[config.mk]
export PLATFORM = sky130hd
export DESIGN_NAME = supply_guard
export DESIGN_NICKNAME = d
export VERILOG_FILES = /design/src/rtl/sgd_pkg.sv /design/src/rtl/sgd_deglitch.sv /design/src/rtl/sgd_ctrl.sv /design/src/rtl/sgd_regs.sv /design/src/rtl/supply_guard.sv
export SDC_FILE = /design/constraint.sdc
export NUM_CORES = 1
export LEC_CHECK = 0
export ABC_AREA = 0
export BUFFER_PORTS_ARGS = -buffer_cell sky130_fd_sc_hd__buf_2
export CELL_PAD_IN_SITES_DETAIL_PLACEMENT = 0
export CELL_PAD_IN_SITES_GLOBAL_PLACEMENT = 1
export CORE_ASPECT_RATIO = 0.8
export CORE_UTILIZATION = 38
export CTS_CLUSTER_DIAMETER = 60
export DETAILED_ROUTE_END_ITERATION = 12
export PLACE_DENSITY = 0.75
export SLEW_MARGIN = 20
export SYNTH_ARGS = -nofsm -noshare
export SYNTH_HDL_FRONTEND = slang
export SYNTH_SLANG_ARGS = --single-unit
[constraint.sdc]
create_clock -name clk -period 1.8 [get_ports clk]
set_clock_uncertainty 0.05 [all_clocks]
set_input_delay 0.54 -clock clk [delete_from_list [all_inputs] [get_ports clk]]
set_output_delay 0.54 -clock clk [all_outputs]
set_load 0.01 [all_outputs]
[src/rtl/sgd_pkg.sv]
package sgd_pkg;
  // Strobes from control to the register datapath
  typedef struct packed {
    logic setFlag;     // hardware fault present this cycle
    logic srcAnalog;   // analog supply is the low one
    logic autoClr;     // hold-off expired
    logic allowSwClr;  // software may clear the flag
  } sgdStrobe_t;

  localparam int BIT_FIXED = 7;
  localparam int BIT_CMP   = 6;
  localparam int BIT_FLAG  = 5;
  localparam int BIT_TRIPH = 4;
  localparam int BIT_TRIPL = 2;
  localparam int BIT_SRC   = 1;
  localparam int BIT_EN    = 0;
  localparam logic [2:0] TRIP_RESET = 3'b111;
endpackage

[src/rtl/sgd_deglitch.sv]
module sgd_deglitch #(
  parameter int FILT_LEN = 4
) (
  input  logic clk,
  input  logic rstN,
  input  logic rawIn,
  output logic cleanOut
);
  localparam int CNT_W = $clog2(FILT_LEN + 1);
  localparam logic [CNT_W-1:0] CNT_LAST = CNT_W'(FILT_LEN - 1);

  logic syncA, syncB;
  logic [CNT_W-1:0] runCnt;

  always_ff @(posedge clk) begin
    if (!rstN) begin
      syncA    <= 1'b1;
      syncB    <= 1'b1;
      cleanOut <= 1'b1;
      runCnt   <= '0;
    end else begin
      syncA <= rawIn;
      syncB <= syncA;
      if (syncB == cleanOut) begin
        runCnt <= '0;
      end else if (runCnt == CNT_LAST) begin
        cleanOut <= syncB;
        runCnt   <= '0;
      end else begin
        runCnt <= runCnt + 1'b1;
      end
    end
  end
endmodule

[src/rtl/sgd_ctrl.sv]
module sgd_ctrl
  import sgd_pkg::*;
#(
  parameter int HOLD_CYCLES = 256
) (
  input  logic       clk,
  input  logic       rstN,
  input  logic       aOk,
  input  logic       dOk,
  input  logic       monEn,
  input  logic       flag,
  output sgdStrobe_t strobe
);
  localparam int HOLD_W = $clog2(HOLD_CYCLES + 1);
  localparam logic [HOLD_W-1:0] HOLD_LAST = HOLD_W'(HOLD_CYCLES - 1);

  logic bothOk;
  logic [HOLD_W-1:0] holdCnt;

  assign bothOk = aOk & dOk;

  always_comb begin
    strobe.setFlag    = monEn & ~bothOk;
    strobe.srcAnalog  = ~aOk;
    strobe.autoClr    = monEn & bothOk & flag & (holdCnt == HOLD_LAST);
    strobe.allowSwClr = bothOk;
  end

  always_ff @(posedge clk) begin
    if (!rstN) begin
      holdCnt <= '0;
    end else if (!monEn || !bothOk || !flag || strobe.autoClr) begin
      holdCnt <= '0;
    end else begin
      holdCnt <= holdCnt + 1'b1;
    end
  end
endmodule

[src/rtl/sgd_regs.sv]
module sgd_regs
  import sgd_pkg::*;
(
  input  logic       clk,
  input  logic       rstN,
  input  logic       wrEn,
  input  logic [5:0] wrData,
  input  sgdStrobe_t strobe,
  input  logic       cmpBoth,
  output logic [7:0] rdData,
  output logic       monEn,
  output logic       flag,
  output logic [2:0] trip
);
  logic srcBit;

  always_ff @(posedge clk) begin
    if (!rstN) begin
      monEn  <= 1'b0;
      trip   <= TRIP_RESET;
      flag   <= 1'b0;
      srcBit <= 1'b0;
    end else begin
      if (wrEn) begin
        monEn <= wrData[BIT_EN];
        trip  <= wrData[BIT_TRIPH:BIT_TRIPL];
      end
      if (strobe.setFlag) begin
        flag <= 1'b1;
        if (!flag) srcBit <= strobe.srcAnalog;
      end else if (strobe.autoClr) begin
        flag <= 1'b0;
      end else if (wrEn) begin
        if (wrData[BIT_FLAG]) flag <= 1'b1;
        else if (strobe.allowSwClr) flag <= 1'b0;
      end
    end
  end

  assign rdData = {1'b1, cmpBoth, flag, trip, srcBit, monEn};
endmodule

[src/rtl/supply_guard.sv]
module supply_guard
  import sgd_pkg::*;
#(
  parameter int FILT_LEN    = 4,
  parameter int HOLD_CYCLES = 256
) (
  input  logic       clk,
  input  logic       rstN,
  input  logic       regWrEn,
  input  logic [7:0] regWrData,
  output logic [7:0] regRdData,
  input  logic       aOkIn,
  input  logic       dOkIn,
  input  logic       irqEnable,
  output logic [2:0] tripCode,
  output logic       irqOut
);
  localparam int N_SUP = 2;  // index 1 analog, index 0 digital

  logic [N_SUP-1:0] rawOk, cleanOk;
  logic monEn, flag;
  sgdStrobe_t strobe;
  logic unusedWrHi;

  assign rawOk      = {aOkIn, dOkIn};
  assign unusedWrHi = ^regWrData[7:6];

  for (genvar i = 0; i < N_SUP; i++) begin : gFilt
    sgd_deglitch #(.FILT_LEN(FILT_LEN)) uFilt (
      .clk(clk), .rstN(rstN), .rawIn(rawOk[i]), .cleanOut(cleanOk[i])
    );
  end

  sgd_ctrl #(.HOLD_CYCLES(HOLD_CYCLES)) uCtrl (
    .clk(clk), .rstN(rstN), .aOk(cleanOk[1]), .dOk(cleanOk[0]),
    .monEn(monEn), .flag(flag), .strobe(strobe)
  );

  sgd_regs uRegs (
    .clk(clk), .rstN(rstN), .wrEn(regWrEn), .wrData(regWrData[5:0]),
    .strobe(strobe), .cmpBoth(&cleanOk), .rdData(regRdData),
    .monEn(monEn), .flag(flag), .trip(tripCode)
  );

  assign irqOut = flag & irqEnable;
endmodule

# Word-level counts from Yosys, hierarchy flattened
# Index checks and enable logic that the tools add are counted.
[totals]
in_bits = 14
output_inout_bits = 12
wordCells = 54
ff_bits = 27
[op_classes]
bitwise = 12
n_addsub = 3
eq_ne = 5
mux = 5
n_reduce_logical = 16
[ops]
columns = ["cell", "count"]
rows = [
  ["$reduce_and 2->1", 5],
  ["$add 9x1->9 const B", 1],
  ["$eq 9x8->1 const B", 1],
  ["$add 3x1->3 const B", 2],
  ["$and 1x1->1", 6],
  ["$eq 3x2->1 const B", 2],
  ["$not 1->1", 6],
  ["$reduce_or 3->1", 2],
  ["$mux 1", 5],
  ["$reduce_bool 4->1", 1],
  ["$logic_not 1->1", 3],
  ["$logic_or 1x1->1", 3],
  ["$reduce_bool 3->1", 1],
  ["$eq 1x1->1", 2],
  ["$reduce_or 2->1", 1],
]

# Depth between registers and ports, before layout
# Gate-level depths: netlist of the first run.
[depth]
word_depth = 6
depth_mapped = 7
depth_no_buf = 7

# By module
# From an unflattened synthesis of the first run, not the netlist that was laid out.
[unflattened]
hier_cells = 114
hier_area_um2 = 1161.1
[modules_own_cells]
columns = ["mod", "instances", "cells_each", "area_per_inst_um2", "seq_area_each_um2"]
rows = [
  ["sgd_deglitch", 2, 17, 214.0, 120.1],
  ["sgd_ctrl", 1, 46, 399.1, 180.2],
  ["sgd_regs", 1, 32, 321.6, 120.1],
  ["supply_guard", 1, 2, 12.5, 0.0],
]

# Least setup slack after synthesis of the first run
# OpenSTA, ideal clock, no wires.
[synth_timing]
kind = "register to register"
start = "register uCtrl.holdCnt[0]"
end = "register uCtrl.holdCnt[5]"
path_stages_with_launch = 8
required_ps = 1679
arrival_time_ps = 1215
slack_ps = 464
synth_period_minus_slack_ps = 1336
n_path_buf = 0
setup_ps = 71
path_cell_list = "dfxtp_1 -> ha_1 -> nand4_1 -> nor2_1 -> ha_1 -> inv_1 -> nand3b_2 -> a21oi_1"
[synth_via]
elab_chain_cells = 4
elab_cells_between_ends = 5
[synth_rtl]
columns = ["item", "line", "text"]
rows = [
  ["start, declared", "sgd_ctrl.sv:18", "logic [HOLD_W-1:0] holdCnt;"],
  ["start signal, assigned", "sgd_ctrl.sv:35", "holdCnt <= holdCnt + 1'b1;"],
  ["parallel branches: the longest is 4 deep, another holds $add 9x1->9", "--", ""],
]
# Several ways; the timed one is not identified.
# A chain may end at the register's enable or synchronous reset.

# Final worst setup path of the first run
[layout_timing]
start = "register gFilt[1].uFilt.cleanOut"
end = "output port regRdData[6]"
[layout_via]
elab_chain_cells = 1
[layout_rtl]
columns = ["item", "line", "text"]
rows = [
  ["start, declared", "sgd_deglitch.sv:7", "output logic cleanOut"],
  ["start signal, assigned", "sgd_deglitch.sv:27", "cleanOut <= syncB;"],
  ["$reduce_and 2->1", "supply_guard.sv:41", ".strobe(strobe), .cmpBoth(&cleanOk), .rdData(regRdData),"],
  ["end, declared", "supply_guard.sv:11", "output logic [7:0] regRdData,"],
]
# No other way between the ends.

==> results.toml, run 1 <==
[cts]
hold_buffers = 0
clock-root-buffer = "clkbuf_4"
cts_tree = "done"
cts.path.max_buffers = 2
clkTransAtPathRegs_ps = 130
cts_num_sinks = 27
worstSkewPairLatency_ps = 310
postCtsSetupBuffers = 0
cts_made_buffers = 3
htree_num_levels = 1
cts_resized = 0

[route]
first_iter_violations = 28
drc = 0
routed_wl_um = 1620
antenna_left = 0
vias = 772
routedWlPerCell_um = 9.49
viasPerCell = 4.51
dr.pass1.iters = 2

[critical_path]
startpoint_type = "flip-flop"
cp_slowest_stage_delay_ps = 470
cp.required_ps = 1210
cp_num_buf_inv = 2
crit_start = "gFilt[1].uFilt.cleanOut"
reg2regPathDepth = 7
rr_startpoint = "uCtrl.holdCnt[0]"
rr_endpoint = "uCtrl.holdCnt[3]"
reg2reg_setup_slack_ps = 260
endpoint_kind = "output port"
cp.arrival_ps = 1060
cp_max_fo = 6
crit_family = "flip-flops"
crit_type = "reg2out"
path_cells = "nand2_1 -> inv_1 -> buf_2"
worst_path_max_delay_cell = "dfxtp_1"

[final_layout]
final_cell_area_mm2 = 0.00122
area_growth_pct = 9.91
seq_area_um2 = 541
multi_input_area_um2 = 468
fin_nets = 154
layout_common_cells = "dfxtp_1 (27), buf_2 (21), nor2_1 (13)"
n_fill_cell = 289
final_common_cell = "dfxtp_1"
diodes = 0
drive_above_1_share_pct = 20.3

[die]
die-area_mm2 = 0.00315
num_rows = 17
core_mm2 = 0.00277
die_height_um = 50.4
start_util_pct = 40.2
die_w_um = 62.5
ios = 26

[global_routing]
antenna_found_initial = 0
grt_pass1_wl_um = 2830
first_global_vias = 704
grt_usage_pct = 11.6
grt_max_degree = 16
grt-ovfl-total = 0

[logic_synthesis]
synth_nets = 138
synth-seq-cells = 27
synth.distinct_cells = 26
syn_area_per_cell_um2 = 9.42
ys_seq_area_share_pct = 48.6
synth_area_mm2 = 0.00111
syn_inst = 118
ys_warn_count = 0

[min_path]
min_from = "aOkIn"
hold_end = "gFilt[1].uFilt.syncA"
hold_path_class = "in2reg"
holdPathStages = 2

[sta]
setup_tns_ps = 0
fin_crit_ps = 1650
max_freq_mhz = 607
rsz0062_at_grt = "false"
finalSetupViolations = 0
hold_viol = 0
finalMaxSlewViolations = 0
worst_slack_ps = 153
finalCritPeriodShare_pct = 91.5

[status]
status = "completed"

[placement]
io_buffers = 21
finalWeightedCongestion = 0.770
dp_slack_ps = 262
dp_hpwl_um = 1230
place_area_mm2 = 0.00119

[power_and_ir_drop]
leakage_nw = 0.477
power_density_mw_per_mm2 = 754
ir_drop_uv = 490

[job]
cap_violations = 0
==> kinds of logic (layout without fill, tap and decap cells) <==
| group | Yosys count | count (layout) | synth area share (%) |
|---|---|---|---|
| and+or+nand+nor | 44 | 44 | 20.9 |
| DFF | 27 | 27 | 48.6 |
| buffers and inverters | 19 | 34 | 9.23 |
| AOI/OAI and AO/OA | 10 | 10 | 4.73 |
| adders and majority gates | 6 | 6 | 6.76 |
| muxes | 6 | 6 | 5.41 |
| xor gates and xnor gates | 5 | 5 | 3.94 |
| other | 1 | 1 | 0.338 |
==> synthesized netlist by cell type <==
| library cell | instances | area [µm²] |
|---|---|---|
| and2_1 | 1 | 6.26 |
| mux2i_1 | 6 | 60.1 |
| dfxtp_1 | 27 | 541 |
| nor2_1 | 13 | 48.8 |
| o21ai_0 | 4 | 20.0 |
| clkbuf_1 | 1 | 3.75 |
| xnor2_1 | 1 | 8.76 |
| a22oi_1 | 1 | 7.51 |
| nand4_1 | 3 | 18.8 |
| buf_4 | 8 | 60.1 |
| nand3_1 | 4 | 20.0 |
| nor2b_1 | 2 | 12.5 |
| or3b_2 | 1 | 8.76 |
| nor3b_1 | 1 | 7.51 |
| ha_1 | 6 | 75.1 |
| nand3b_2 | 1 | 11.3 |
| conb_1 | 1 | 3.75 |
| nand2_1 | 8 | 30.0 |
| buf_2 | 1 | 5.00 |
| a21oi_1 | 5 | 25.0 |
| inv_1 | 9 | 33.8 |
| or3_1 | 3 | 18.8 |
| nand3_2 | 1 | 10.0 |
| nand2b_1 | 4 | 25.0 |
| nand3b_1 | 2 | 15.0 |
| xor2_1 | 4 | 35.0 |
==> sequential cells by signal, summed over array words and instances, names as in the netlist <==
signal                flops
uCtrl.holdCnt             9
gFilt.uFilt.runCnt        6
uRegs.trip                3
gFilt.uFilt.cleanOut      2
gFilt.uFilt.syncA         2
gFilt.uFilt.syncB         2
uRegs.flag                1
uRegs.monEn               1
uRegs.srcBit              1
==> routing by layer <==
| metal | up-vias | share of wire [%] | GRT usage [%] | wire length [µm] |
|---|---|---|---|---|
| li1 | 405 | - | - | - |
| met1 | 344 | 50 | 14.1 | 815 |
| met2 | 21 | 43 | 18.5 | 695 |
| met3 | 2 | 6.3 | 5.00 | 103 |
| met4 | 0 | 0.55 | 3.49 | 9 |
| met5 | - | 0 | 0 | 0 |
==> cell type report <==
cell class / count / share of cell area (%)
flip-flops and latches: 27 / 44.3
well taps: 38 / 3.89
clock buffers: 4 / 2.15
multi-input cells: 72 / 38.3
inverters: 9 / 2.77
repair buffers: 21 / 8.61
==> worst max path at each step <==
stage | endpoint | slack (ps) | cells past startpoint
2_1_floorplan | uCtrl.holdCnt[5] | 460 | 7
3_3_place_gp | uCtrl.holdCnt[3] | 280 | 7
3_5_place_dp | uCtrl.holdCnt[6] | 260 | 7
4_1_cts | regRdData[6] | 130 | 3
5_1_grt | uCtrl.holdCnt[3] | 60 | 7
6_report | regRdData[6] | 150 | 3
==> where the power goes <==
part | total, mW | internal [mW] | switching, mW
combinational | 0.0547 | 0.0276 | 0.0271
sequential | 0.618 | 0.610 | 0.00836
clock | 0.248 | 0.0866 | 0.161
total | 0.921 | 0.724 | 0.196
==> through the flow <==
stage / hold slack, ps / std cells / total power, mW / util [%]
final: 351 / 171 / 0.921 / 44.2
after global routing: 318 / 171 / 0.975 / 44.2
after CTS: 341 / 171 / 0.939 / 44.2
after detailed placement: 347 / 167 / 0.687 / 43.2
after global placement: 343 / 167 / 0.686 / 43.2
after floorplan: 336 / 118 / 0.672 / -
==> worst reg2reg max path, delay by kind of cell, from the launching register on <==
kind                       cells  cell delay, ps
and+or+nand+nor                4             540
DFF                            1             420
adders and majority gates      2             390
buffers and inverters          1              50
Power figures use the tool's default switching activity.
==> run 2: changes to the inputs <==
Settings changed: CORE_MARGIN set to 2.
Clock period 1.8 ns to 1.6 ns, I/O delays scaled along.
==> run 2 against run 1 <==
Clock power increased by 13%. Routed wire length decreased by 3.0%. Sequential share of layout area decreased by 1.1 points. Combinational power increased by 16%. Worst setup slack got worse by 60 ps. Sequential power increased by 12%. Critical path type unchanged. Critical endpoint is now irqOut. Largest cell class unchanged. Highest routed layer is now met3.
==> results.toml, run 2 (synthesized netlist as in run 1, its figures left out) <==
[final_layout]
fin_cells = 174
n_fill_cell = 279
largest_registers = "uCtrl.holdCnt (9), gFilt.uFilt.runCnt (6), uRegs.trip (3)"
multi_input_area_um2 = 479
final_common_cell = "dfxtp_1"
drive_above_1_share_pct = 25.0
diodes = 0
fin_nets = 157
top_register = "uCtrl.holdCnt"
largest_reg_flops = 9
seq_area_um2 = 543
area_growth_pct = 13.3
layout_common_cells = "dfxtp_1 (25), buf_2 (21), nor2_1 (13)"

[cts]
cts.path.max_buffers = 2
hold_buffers = 0
clkTransAtPathRegs_ps = 130
cts_made_buffers = 3
worstSkewPairLatency_ps = 310
cts_num_sinks = 27
clock-root-buffer = "clkbuf_4"
htree_num_levels = 1
cts_tree = "done"

[power_and_ir_drop]
clkPwrFrac_pct = 26.9
power_density_mw_per_mm2 = 825
switching_power_mw = 0.227
p_int_mw = 0.811
leakage_nw = 0.500
ir_drop_uv = 582
p_seq_share_pct = 66.9
p_sw_share_pct = 21.9
p_comb_share_pct = 6.1

[sta]
finalCritPeriodShare_pct = 94.2
worst_slack_ps = 92.8
finalMaxSlewViolations = 0
hold_viol = 0
hold_slack_ps = 285
setup_tns_ps = 0
finalSetupViolations = 0
fin_crit_ps = 1510
rsz0062_at_grt = "false"
max_freq_mhz = 663

[critical_path]
cp.required_ps = 1070
reg2regPathDepth = 5
endpoint_kind = "output port"
cp_max_fo = 6
startpoint_type = "flip-flop"
cp.arrival_ps = 980
crit_type = "reg2out"

[die]
start_util_pct = 40.2
die_w_um = 64.5
ios = 26
die-area_mm2 = 0.00338
die_height_um = 52.4
num_rows = 17
core_mm2 = 0.00277

[job]
cap_violations = 0

[global_routing]
met2_usage_pct = 17.5
grt-ovfl-total = 0
grt_util_met3_pct = 4.73
met1_usage_pct = 13.4
top_usage_layer = "met2"
grt_max_degree = 16
first_global_vias = 686
antenna_found_initial = 0
grt_usage_pct = 10.8
grt_pass1_wl_um = 2790

[placement]
dp_hpwl_um = 1200
dpl.cell_count = 169
finalWeightedCongestion = 0.748
io_buffers = 21
dp_slack_ps = 127

[route]
first_iter_violations = 20
dr.pass1.iters = 4
vias = 772
drc = 0
routedWlPerCell_um = 9.05
antenna_left = 0
routed_wl_um = 1570
viasPerCell = 4.44

[min_path]
holdPathStages = 2
hold_path_class = "in2reg"

[status]
status = "completed"
## run 2: path summary, 6_finish.rpt
check / startpoint / endpoint / slack [ps]
worst max-delay path: uRegs.flag / irqOut / 90
worst min-delay path: dOkIn / gFilt[0].uFilt.syncA / 280
worst max register to register: uCtrl.holdCnt[0] / uCtrl.holdCnt[6] / 220
worst min register to register: gFilt[1].uFilt.syncA / gFilt[1].uFilt.syncB / 380
## run 2: what timing repair did
| item | 4_1_cts | 5_1_grt |
|---|---|---|
| setup endpoints to repair | 1 | 11 |
| pin swaps | 0 | 1 |
| resized for setup | 1 | 3 |
| buffers inserted | 0 | 1 |
## run 2: power groups by stage
stage	registers [mW]	logic [mW]	clock network, mW
after floorplan	0.711	0.0445	0
after global placement	0.709	0.0630	0
after detailed placement	0.710	0.0640	0
after CTS	0.696	0.0642	0.303
after global routing	0.698	0.0716	0.323
final	0.695	0.0636	0.280
## run 2: critical path: stages (launching register included)
cell	delay (ps)
dfxtp_1	410
and2_1	130
buf_2	120
## run 2: area by class of cell
cell class              count  share of cell area, %
multi-input cells          72                   38.1
clock inverters             1                  0.398
inverters                   9                   2.68
flip-flops and latches     27                   43.1
clock buffers               3                   1.79
repair buffers             24                   10.1
well taps                  38                   3.78
## run 2: routing by layer
layer,routed length (µm),vias up
met5,0,-
met4,0,0
met3,118,0
met2,647,24
met1,807,337
li1,-,411
## run 2: through the flow
stage / total power [mW] / area, µm² / utilization, %
6_report: 1.04 / 1260 / 45.5
5_1_grt: 1.09 / 1260 / 45.5
4_1_cts: 1.06 / 1240 / 44.8
3_5_place_dp: 0.774 / 1210 / 43.8
3_3_place_gp: 0.772 / 1210 / 43.8
2_1_floorplan: 0.756 / 1110 / -
==> run 3: changes to the inputs <==
Settings changed: CELL_PAD_IN_SITES_DETAIL_PLACEMENT 0 to unset, CELL_PAD_IN_SITES_GLOBAL_PLACEMENT 1 to unset, CORE_UTILIZATION 38 to 52, PLACE_DENSITY 0.75 to 0.77, SYNTH_HIERARCHICAL set to 1.
==> run 3 against run 2 <==
Via count up 5.2%. Power is 0.94% higher. Synthesized area rose by 4.5%. Combinational power rose by 11%. First-iteration DRC count decreased by 20%. Maximum frequency shrank 0.28%. Synthesized cell count is 3.4% lower. Clock power about the same. Sequential share of layout area down 1.2 points. Non-clock buffer count grew 4. Routed wire length rose by 15%. Critical path type unchanged. Critical endpoint unchanged. Largest power group unchanged.
==> results.toml, run 3 <==
[status]
status = "completed"

[route]
routed_wl_um = 1820
viasPerCell = 5.04
antenna_left = 0
dr.pass1.iters = 4
routedWlPerCell_um = 11.3
first_iter_violations = 16
drc = 0
vias = 812

[min_path]
hold_path_class = "in2reg"

[global_routing]
antenna_found_initial = 0
grt_pass1_wl_um = 3090
first_global_vias = 774
grt_usage_pct = 16.3
grt_max_degree = 15
grt-ovfl-total = 0

[final_layout]
drive_above_1_share_pct = 30.9
largest_reg_flops = 9
area_growth_pct = 12.3
fin_nets = 157
top_register = "uCtrl/holdCnt"
final_common_cell = "dfxtp_1"
diodes = 0
largest_registers = "uCtrl/holdCnt (9), gFilt.uFilt/runCnt (6), uRegs/trip (3)"
layout_common_cells = "dfxtp_1 (22), buf_2 (21), nand2_1 (8)"

[logic_synthesis]
synthArstFlopShare_pct = 0
ys_warn_count = 6
synth_nets = 134
yosys.area.top_type_share_pct = 46.6
syn_area_per_cell_um2 = 10.2
synth_area_mm2 = 0.00116
synth_top_area_cell = "dfxtp_1"
synth-seq-cells = 27
syn_inst = 114
synth.distinct_cells = 28
synth-main-ff-cell = "dfxtp_1"
synth-edff-count = 0
netlist_top_cells_area = "dfxtp_1 (47%), ha_1 (6.5%), mux2i_1 (6.0%), buf_4 (5.8%), nor4b_1 (3.0%)"
ys_seq_area_share_pct = 46.6
synthTopCellsByCount = "dfxtp_1 (27), buf_4 (9), nand2_1 (8)"
synth.most_common_cell = "dfxtp_1"

[sta]
finalSetupViolations = 0
setup_tns_ps = 0
worst_slack_ps = 88.7
fin_crit_ps = 1510
rsz0062_at_grt = "false"
max_freq_mhz = 662
hold_viol = 0
finalCritPeriodShare_pct = 94.5
finalMaxSlewViolations = 0

[critical_path]
startpoint_type = "flip-flop"
cp.arrival_ps = 980
endpoint_kind = "output port"
path_cells = "and2_1 -> buf_2"
cp_max_fo = 5
cp.required_ps = 1070
cp_slowest_stage_delay_ps = 410
worst_path_max_delay_cell = "dfxtp_2"
crit_type = "reg2out"

[die]
die_w_um = 56.8
num_rows = 15
ios = 26
die_height_um = 46.3
start_util_pct = 54.3
core_mm2 = 0.00214
die-area_mm2 = 0.00263

[power_and_ir_drop]
power_density_mw_per_mm2 = 804
leakage_nw = 0.525
ir_drop_uv = 559

[cts]
htree_num_levels = 1
clkTransAtPathRegs_ps = 130
worstSkewPairLatency_ps = 320
cts_made_buffers = 3
cts_tree = "done"
clock-root-buffer = "clkbuf_4"
hold_buffers = 0
cts_num_sinks = 27
postCtsSetupBuffers = 0
cts.path.max_buffers = 2

[placement]
dp_slack_ps = 116
dp_hpwl_um = 1380
io_buffers = 21
finalWeightedCongestion = 0.644

[job]
cap_violations = 0
-- run 3: cell count changes after synthesis, sizes merged, moves of 2 or more --
cell | before | now
nand3 | 5 | 3
a21oi | 5 | 3
nor2b | 2 | 4
xor2 | 4 | 2
xnor2 | 1 | 3
nand3b | 3 | 1
and2 | 1 | 4
nor4b | 0 | 4
inv | 9 | 6
nand4 | 3 | 1
and4bb | 0 | 2
nor2 | 13 | 7
-- run 3: cell families after synthesis --
logic type | share of synthesized area (%)
simple gates | 23.8
flops | 46.6
buf+inv | 8.73
compound gates | 4.31
mux | 6.03
fa+ha+maj | 6.47
xor+xnor | 3.77
other cells | 0.323
-- run 3: per-layer routing --
layer	GRT usage [%]	wire (µm)	up-vias
li1	-	-	416
met1	15.3	760	370
met2	31.2	876	22
met3	6.46	140	4
met4	9.30	40	0
met5	0	0	-
-- run 3: final cells by class --
cell class,count,area [µm²]
fillers,191,836
flip-flops and latches,27,547
multi-input cells,71,519
repair buffers,28,158
well taps,25,31.3
clock buffers,4,26.3
inverters,6,22.5
-- run 3: critical path, delay by kind of cell, from the launching register on --
kind                   cells  cell delay (ps)
buffers and inverters      1              120
flip-flops                 1              410
AND/OR/NAND/NOR            1              130
-- run 3: report_power, final --
group          switching (mW)  total, mW  internal, mW
logic                  0.0341     0.0706        0.0365
clock network           0.184      0.282        0.0978
registers             0.00955      0.696         0.686
total                   0.227       1.05         0.821
-- run 3: final timing paths --
path | start | endpoint | slack (ps) | depth (start not counted)
worst max-delay path | uRegs/flag | irqOut | 90 | 2
worst min-delay path | dOkIn | gFilt[0].uFilt/syncA | 270 | 2
worst max register to register | uCtrl/holdCnt[0] | uRegs/flag | 140 | 8
worst min register to register | gFilt[0].uFilt/syncA | gFilt[0].uFilt/syncB | 380 | 1
-- run 3: stage by stage --
| step | utilization (%) | cell area, µm² | total power [mW] | hold slack (ps) | std cells |
|---|---|---|---|---|---|
| 6_report | 60.9 | 1300 | 1.05 | 275 | 161 |
| 5_1_grt | 60.9 | 1300 | 1.11 | 254 | 161 |
| 4_1_cts | 60.7 | 1300 | 1.07 | 264 | 161 |
| 3_5_place_dp | 59.4 | 1270 | 0.783 | 348 | 157 |
| 3_3_place_gp | 59.4 | 1270 | 0.779 | 341 | 157 |
| 2_1_floorplan | - | 1160 | 0.759 | 336 | 114 |
-- run 3: what timing repair did --
item	CTS	global route
cloned	0	0
setup endpoints to repair	1	2
gates resized for setup	1	4
